## config.mk

```make
export PLATFORM = sky130hd
export DESIGN_NAME = scp_cfg_port
export DESIGN_NICKNAME = d
export VERILOG_FILES = /design/src/rtl/scp_pkg.sv /design/src/rtl/scp_sync.sv /design/src/rtl/scp_shifter.sv /design/src/rtl/scp_poll_timer.sv /design/src/rtl/scp_reg_bank.sv /design/src/rtl/scp_cfg_port.sv
export SDC_FILE = /design/constraint.sdc
export NUM_CORES = 1
export LEC_CHECK = 0
export CORE_MARGIN = 4
export CORE_UTILIZATION = 58
export DETAILED_ROUTE_END_ITERATION = 10
export PLACE_DENSITY = 0.84
export SLEW_MARGIN = 10
export SYNTH_ARGS = -nofsm -noshare
export SYNTH_HDL_FRONTEND = slang
export SYNTH_SLANG_ARGS = --single-unit
```

## constraint.sdc

```tcl
create_clock -name clk_i -period 2.6 [get_ports clk_i]
set_input_delay 0.52 -clock clk_i [delete_from_list [all_inputs] [get_ports clk_i]]
set_output_delay 0.52 -clock clk_i [all_outputs]
set_load 0.05 [all_outputs]
```

## src/rtl/scp_pkg.sv

```systemverilog
package scp_pkg;

    // Frame geometry shared by every part of the port.
    localparam int unsigned WORD_W       = 16;
    localparam int unsigned ADDR_W       = 4;
    localparam int unsigned FIELD_W      = WORD_W - ADDR_W;
    localparam int unsigned TRAIL_PULSES = 4;
    localparam int unsigned FRAME_PULSES = WORD_W + TRAIL_PULSES;
    localparam int unsigned PULSE_CNT_W  = $clog2(FRAME_PULSES + 1);

    typedef logic [WORD_W-1:0]      word_t;
    typedef logic [FIELD_W-1:0]     field_t;
    typedef logic [ADDR_W-1:0]      addr_t;
    typedef logic [PULSE_CNT_W-1:0] pulse_cnt_t;

    function automatic addr_t word_addr(input word_t w);
        return w[ADDR_W-1:0];
    endfunction

    function automatic field_t word_field(input word_t w);
        return w[WORD_W-1:ADDR_W];
    endfunction

endpackage

```

## src/rtl/scp_sync.sv

```systemverilog
module scp_sync #(
    parameter int unsigned WIDTH  = 2,
    parameter int unsigned STAGES = 2
) (
    input  logic             clk_i,
    input  logic             rst_ni,
    input  logic [WIDTH-1:0] async_i,
    output logic [WIDTH-1:0] sync_o
);

    typedef struct packed {
        logic [STAGES-1:0][WIDTH-1:0] stage;
    } sync_state_t;

    sync_state_t st_d, st_q;

    always_comb begin
        st_d = st_q;
        st_d.stage[0] = async_i;
        for (int s = 1; s < int'(STAGES); s++) begin
            st_d.stage[s] = st_q.stage[s-1];
        end
    end

    always_ff @(posedge clk_i) begin
        if (!rst_ni) begin
            st_q <= '0;
        end else begin
            st_q <= st_d;
        end
    end

    assign sync_o = st_q.stage[STAGES-1];

endmodule

```

## src/rtl/scp_shifter.sv

```systemverilog
module scp_shifter
    import scp_pkg::*;
#(
    parameter int unsigned DATA_PULSES  = WORD_W,
    parameter int unsigned EXTRA_PULSES = TRAIL_PULSES
) (
    input  logic  clk_i,
    input  logic  rst_ni,
    input  logic  strobe_s_i,
    input  logic  data_s_i,
    output logic  commit_o,
    output word_t word_o
);

    localparam int unsigned LAST_PULSE = DATA_PULSES + EXTRA_PULSES;

    typedef struct packed {
        logic       strobe_prev;
        pulse_cnt_t count;
        word_t      shreg;
        logic       commit;
    } shift_state_t;

    shift_state_t st_d, st_q;
    logic         rise;

    assign rise = strobe_s_i & ~st_q.strobe_prev;

    always_comb begin
        st_d             = st_q;
        st_d.strobe_prev = strobe_s_i;
        st_d.commit      = 1'b0;
        if (rise) begin
            // Data positions come first, then the trailing commit pulses.
            if (int'(st_q.count) < int'(DATA_PULSES)) begin
                st_d.shreg = {st_q.shreg[WORD_W-2:0], data_s_i};
            end
            if (int'(st_q.count) == int'(LAST_PULSE) - 1) begin
                st_d.count  = '0;
                st_d.commit = 1'b1;
            end else begin
                st_d.count = st_q.count + 1'b1;
            end
        end
    end

    always_ff @(posedge clk_i) begin
        if (!rst_ni) begin
            st_q <= '0;
        end else begin
            st_q <= st_d;
        end
    end

    assign commit_o = st_q.commit;
    assign word_o   = st_q.shreg;

endmodule

```

## src/rtl/scp_poll_timer.sv

```systemverilog
module scp_poll_timer #(
    parameter int unsigned POLL_TICKS = 12500
) (
    input  logic clk_i,
    input  logic rst_ni,
    output logic tick_o
);

    localparam int unsigned TCNT_W = $clog2(POLL_TICKS + 1);

    typedef struct packed {
        logic [TCNT_W-1:0] cnt;
    } timer_state_t;

    timer_state_t st_d, st_q;
    logic         at_end;

    assign at_end = (st_q.cnt == TCNT_W'(POLL_TICKS - 1));

    always_comb begin
        st_d = st_q;
        if (at_end) begin
            st_d.cnt = '0;
        end else begin
            st_d.cnt = st_q.cnt + 1'b1;
        end
    end

    always_ff @(posedge clk_i) begin
        if (!rst_ni) begin
            st_q <= '0;
        end else begin
            st_q <= st_d;
        end
    end

    assign tick_o = at_end;

endmodule

```

## src/rtl/scp_reg_bank.sv

```systemverilog
module scp_reg_bank
    import scp_pkg::*;
#(
    parameter int unsigned              NUM_REGS   = 6,
    parameter logic [NUM_REGS*FIELD_W-1:0] RESET_VALS = '0
) (
    input  logic                        clk_i,
    input  logic                        rst_ni,
    input  logic                        commit_i,
    input  word_t                       word_i,
    input  logic                        tick_i,
    output logic                        drdy_o,
    output logic [NUM_REGS*FIELD_W-1:0] regs_o
);

    typedef struct packed {
        word_t                            pend_word;
        logic                             pend_valid;
        logic [NUM_REGS-1:0][FIELD_W-1:0] regs;
    } bank_state_t;

    bank_state_t          st_d, st_q;
    addr_t                pend_addr;
    int unsigned          pend_idx;
    logic                 addr_ok;
    logic                 xfer;
    logic [NUM_REGS-1:0]  wr_en;

    assign pend_addr = word_addr(st_q.pend_word);
    assign pend_idx  = int'(pend_addr >> 1);
    assign addr_ok   = ~pend_addr[0] && (pend_idx < NUM_REGS);
    assign xfer      = tick_i & st_q.pend_valid;

    for (genvar g = 0; g < int'(NUM_REGS); g++) begin : g_wr_en
        assign wr_en[g] = xfer && addr_ok && (pend_idx == g);
    end

    always_comb begin
        st_d = st_q;
        // The poll consumes the slot; a fresh commit in the same cycle refills it.
        if (xfer) begin
            st_d.pend_valid = 1'b0;
        end
        if (commit_i) begin
            st_d.pend_word  = word_i;
            st_d.pend_valid = 1'b1;
        end
        for (int i = 0; i < int'(NUM_REGS); i++) begin
            if (wr_en[i]) begin
                st_d.regs[i] = word_field(st_q.pend_word);
            end
        end
    end

    always_ff @(posedge clk_i) begin
        if (!rst_ni) begin
            st_q.pend_word  <= '0;
            st_q.pend_valid <= 1'b0;
            st_q.regs       <= RESET_VALS;
        end else begin
            st_q <= st_d;
        end
    end

    assign drdy_o = ~st_q.pend_valid;
    assign regs_o = st_q.regs;

endmodule

```

## src/rtl/scp_cfg_port.sv

```systemverilog
module scp_cfg_port
    import scp_pkg::*;
#(
    parameter int unsigned                 NUM_REGS   = 6,
    parameter int unsigned                 POLL_TICKS = 12500,
    parameter logic [NUM_REGS*FIELD_W-1:0] RESET_VALS =
        {12'h5A0, 12'h0C3, 12'h214, 12'h008, 12'h3F0, 12'h101}
) (
    input  logic                        clk_i,
    input  logic                        rst_ni,
    input  logic                        strobe_i,
    input  logic                        data_i,
    output logic                        drdy_o,
    output logic [NUM_REGS*FIELD_W-1:0] cfg_o
);

    logic  strobe_s;
    logic  data_s;
    logic  commit;
    word_t word;
    logic  poll_tick;

    scp_sync #(
        .WIDTH (2),
        .STAGES(2)
    ) u_sync (
        .clk_i  (clk_i),
        .rst_ni (rst_ni),
        .async_i({strobe_i, data_i}),
        .sync_o ({strobe_s, data_s})
    );

    scp_shifter #(
        .DATA_PULSES (WORD_W),
        .EXTRA_PULSES(TRAIL_PULSES)
    ) u_shifter (
        .clk_i     (clk_i),
        .rst_ni    (rst_ni),
        .strobe_s_i(strobe_s),
        .data_s_i  (data_s),
        .commit_o  (commit),
        .word_o    (word)
    );

    scp_poll_timer #(
        .POLL_TICKS(POLL_TICKS)
    ) u_timer (
        .clk_i (clk_i),
        .rst_ni(rst_ni),
        .tick_o(poll_tick)
    );

    scp_reg_bank #(
        .NUM_REGS  (NUM_REGS),
        .RESET_VALS(RESET_VALS)
    ) u_bank (
        .clk_i   (clk_i),
        .rst_ni  (rst_ni),
        .commit_i(commit),
        .word_i  (word),
        .tick_i  (poll_tick),
        .drdy_o  (drdy_o),
        .regs_o  (cfg_o)
    );

endmodule

```

==> flow_metrics.env <==
export IMPL_core_area_um2=9200
export IMPL_crit_family="buffers and inverters"
export IMPL_setup_viol=0
export IMPL_post_drt_via_cell_ratio=5.38
export IMPL_cts_tree="done"
export IMPL_timing_final_ws_setup_ns=0.345
export IMPL_antenna_left=0
export IMPL_area_delta_synth_final_pct=17.0
export IMPL_dpl_hpwl_um=7310
export IMPL_worst_slew_pin_slew_ns=1.01
export IMPL_grt_pass1_wl_um=18500
export IMPL_path_buf_inv=2
export IMPL_postSynthCellCount=582
export IMPL_p_seq_share_pct=43.8
export IMPL_finClkSkew_ns=0.00918
export IMPL_gp_congestion=0.764
export IMPL_cts_hold_buf=0
export IMPL_syn_num_nets=588
export IMPL_pin_count=77
export IMPL_synth_seq_cells=130
export IMPL_reg2reg_depth=5
export IMPL_critPathRequiredTime_ns=2.08
export IMPL_synthArstFlopShare_pct=0
export IMPL_leakagePower_nw=2.24
export IMPL_clk_pin_slew_ns=0.06
export IMPL_endpoint_kind="output pin"
export IMPL_cp_max_fo=5
export IMPL_worstHoldStart="u_sync.st_d[2]"
export IMPL_p_comb_share_pct=1.6
export IMPL_crit_slowest_cell="clkdlybuf4s50_1"
export IMPL_slew_limit_headroom_pct=32.4
export IMPL_nets=593
export IMPL_fin_tns_setup_ns=0
export IMPL_diodes=0
export IMPL_vias=3819
export IMPL_cts_max_level=4
export IMPL_initial_core_util_pct=59.1
export IMPL_worstReg2RegStart="u_timer.st_q[0]"
export IMPL_netlist_area_um2=5440
export IMPL_grt_use_total_pct=21.0
export IMPL_grt_antenna_before_repair=0
export IMPL_post_cts_buffers=0
export IMPL_criticalPathCategory="flop to output pin"
export IMPL_portBuffers=76
export IMPL_synthFlopType="dfxtp_1"
export IMPL_max_stage_delay_ns=0.82
export IMPL_crit_start="u_bank.st_q[72]"
export IMPL_max_freq_ghz=0.443
export IMPL_hold_depth=1
export IMPL_ys_warn_count=0
export IMPL_drc=0
export IMPL_wl_per_cell_um=15.8
export IMPL_rows=35
export IMPL_status="completed"
export IMPL_synth_avg_cell_area_um2=9.35
export IMPL_cp_cell_sequence="inv_1, clkdlybuf4s50_1"
export IMPL_grt_pass1_vias=3838
export IMPL_cts_resized=0
export IMPL_finalCriticalPeriod_ns=2.26
export IMPL_p_int_mw=3.71
export IMPL_synth_edf_count=0
export IMPL_drt_iter0_drc=213
export IMPL_fin_cells=710
export IMPL_grt_overflow_total=0
export IMPL_chipHeight_um=105
export IMPL_finalCritPeriodShare_pct=86.7
export IMPL_die_w_um=105
export IMPL_drt_wl_total_um=11200
export IMPL_drv_slew=0
export IMPL_root_buffer="clkbuf_8"
export IMPL_max_cap_violations=0
export IMPL_hold_viol=0
export IMPL_drt_pass1_iterations=6
export IMPL_numCtsBuffers=17
export IMPL_rsz0062_at_grt="no"
export IMPL_power_density_nw_per_um2=721
export IMPL_clkSinkCount=130
export IMPL_clock_power_share_pct=54.7
export IMPL_ys_types=38
export IMPL_hp_class="flop to flop"
export IMPL_p_sw_share_pct=19.2
export IMPL_r2r_slack_ns=0.46
export IMPL_grt_max_degree=52
export IMPL_p_sw_mw=0.883
export IMPL_cp_start_kind="flop"
export IMPL_peakVddDrop_uv=465
export IMPL_total_power_mw=4.59
export IMPL_placed_cells=679
export IMPL_die_area_um2=11000
export IMPL_cp_num_cells=2
export IMPL_insertion_delay_ns=0.51
export IMPL_final_util_pct=69.2
export IMPL_worst_ep_arrival_time_ns=1.74
export IMPL_clock_path_buffers=2
export IMPL_layout_drive_gt1_share_pct=7.68
export IMPL_dp_slack_ns=0.562
export IMPL_synth_seq_area_share_pct=47.8
## stage by stage
| stage | hold slack (ns) | area (um^2) |
|---|---|---|
| after global routing | 0.445 | 6360 |
| after floorplan | 0.412 | 5440 |
| after global placement | 0.417 | 5730 |
| after CTS | 0.440 | 6360 |
| final | 0.439 | 6360 |
| after detailed placement | 0.425 | 5730 |
## cells by family (layout without fill, tap and decap cells)
| group | Yosys count | count (layout) | share of synthesized area [%] |
|---|---|---|---|
| and+or+nand+nor | 217 | 217 | 17.9 |
| DFF | 130 | 130 | 47.8 |
| buffers and inverters | 106 | 123 | 13.0 |
| muxes | 87 | 87 | 16.0 |
| AOI/OAI and AO/OA | 25 | 25 | 2.44 |
| xor gates and xnor gates | 15 | 15 | 2.42 |
| adders and majority gates | 2 | 2 | 0.460 |
## metal layers
| metal | global-route usage [%] | share of wire (%) | routed length (um) |
|---|---|---|---|
| met4 | 10.3 | 2.0 | 227 |
| met2 | 35.2 | 50 | 5590 |
| met1 | 25.1 | 43 | 4890 |
| met5 | 0 | 0 | 0 |
| met3 | 5.13 | 4.8 | 542 |
## layout by cell type (no fill, tap or decap), drive strengths merged
| cell type | netlist | final |
|---|---|---|
| dfxtp | 130 | 130 |
| nand2 | 103 | 103 |
| mux2i | 87 | 87 |
| clkdlybuf4s50 | 0 | 75 |
| nor2 | 67 | 67 |
| clkbuf | 19 | 24 |
| a21oi | 18 | 18 |
| xnor2 | 11 | 11 |
| buf | 81 | 11 |
| nand4 | 7 | 7 |
| nand3 | 7 | 7 |
| inv | 6 | 7 |
| and2 | 6 | 6 |
| nor3 | 6 | 6 |
| o21ai | 5 | 5 |
| nor2b | 4 | 4 |
| xor2 | 4 | 4 |
| bufinv | 0 | 4 |
| nor4 | 4 | 4 |
| nand2b | 3 | 3 |
| o311ai | 2 | 2 |
| ha | 2 | 2 |
| and3b | 1 | 1 |
| nor4bb | 1 | 1 |
| and4bb | 1 | 1 |
| nor4b | 1 | 1 |
| nand3b | 1 | 1 |
| nor3b | 1 | 1 |
| nand4b | 1 | 1 |
| or3 | 1 | 1 |
| or4b | 1 | 1 |
| and3 | 1 | 1 |
| clkinv | 0 | 1 |
| clkinvlp | 0 | 1 |
## final cells by class
class,count,area (um^2)
clock inverter,7,145
timing repair buffer,86,831
tap,111,139
multi-input combinational,346,2130
clock buffer,24,490
sequential,130,2600
fill,646,2840
inverter,6,22.5
## cell usage after synthesis, types with 5 or more instances
cell type    n  area, um^2
a21oi_1     18        90.1
and2_1       6        37.5
buf_2        5        25.0
buf_4       72         541
clkbuf_1    19        71.3
dfxtp_1    130        2600
inv_1        5        18.8
mux2i_1     87         871
nand2_1    103         387
nand3_1      6        30.0
nand4_1      7        43.8
nor2_1      67         251
nor3_1       5        25.0
o21ai_0      5        25.0
xnor2_1     11        96.3
## worst paths after layout
| kind | to |
|---|---|
| max reg2reg | u_bank.regs_o[71] |
| min | u_sync.sync_o[0] |
| max | drdy_o |
| min reg2reg | u_sync.sync_o[0] |
## power by group through the flow
stage	Sequential, mW	Combinational, mW	Clock (mW)
finish	2.01	0.0714	2.51
global route	2.01	0.0783	2.63
CTS	2.01	0.0711	2.54
detailed placement	2.05	0.0701	0
global placement	2.05	0.0684	0
floorplan	2.05	0.0518	0
## sequential cells by signal (all words and copies together) (netlist names)
register	count
u_sync.sync_o	2
u_shifter.st_q	6
u_bank.regs_o	72
u_bank.pend_addr	4
u_sync.st_d	2
u_bank.st_q	13
u_shifter.word_o	16
u_timer.st_q	14
u_shifter.commit_o	1
Note: power is estimated with default switching activity, not from simulation.
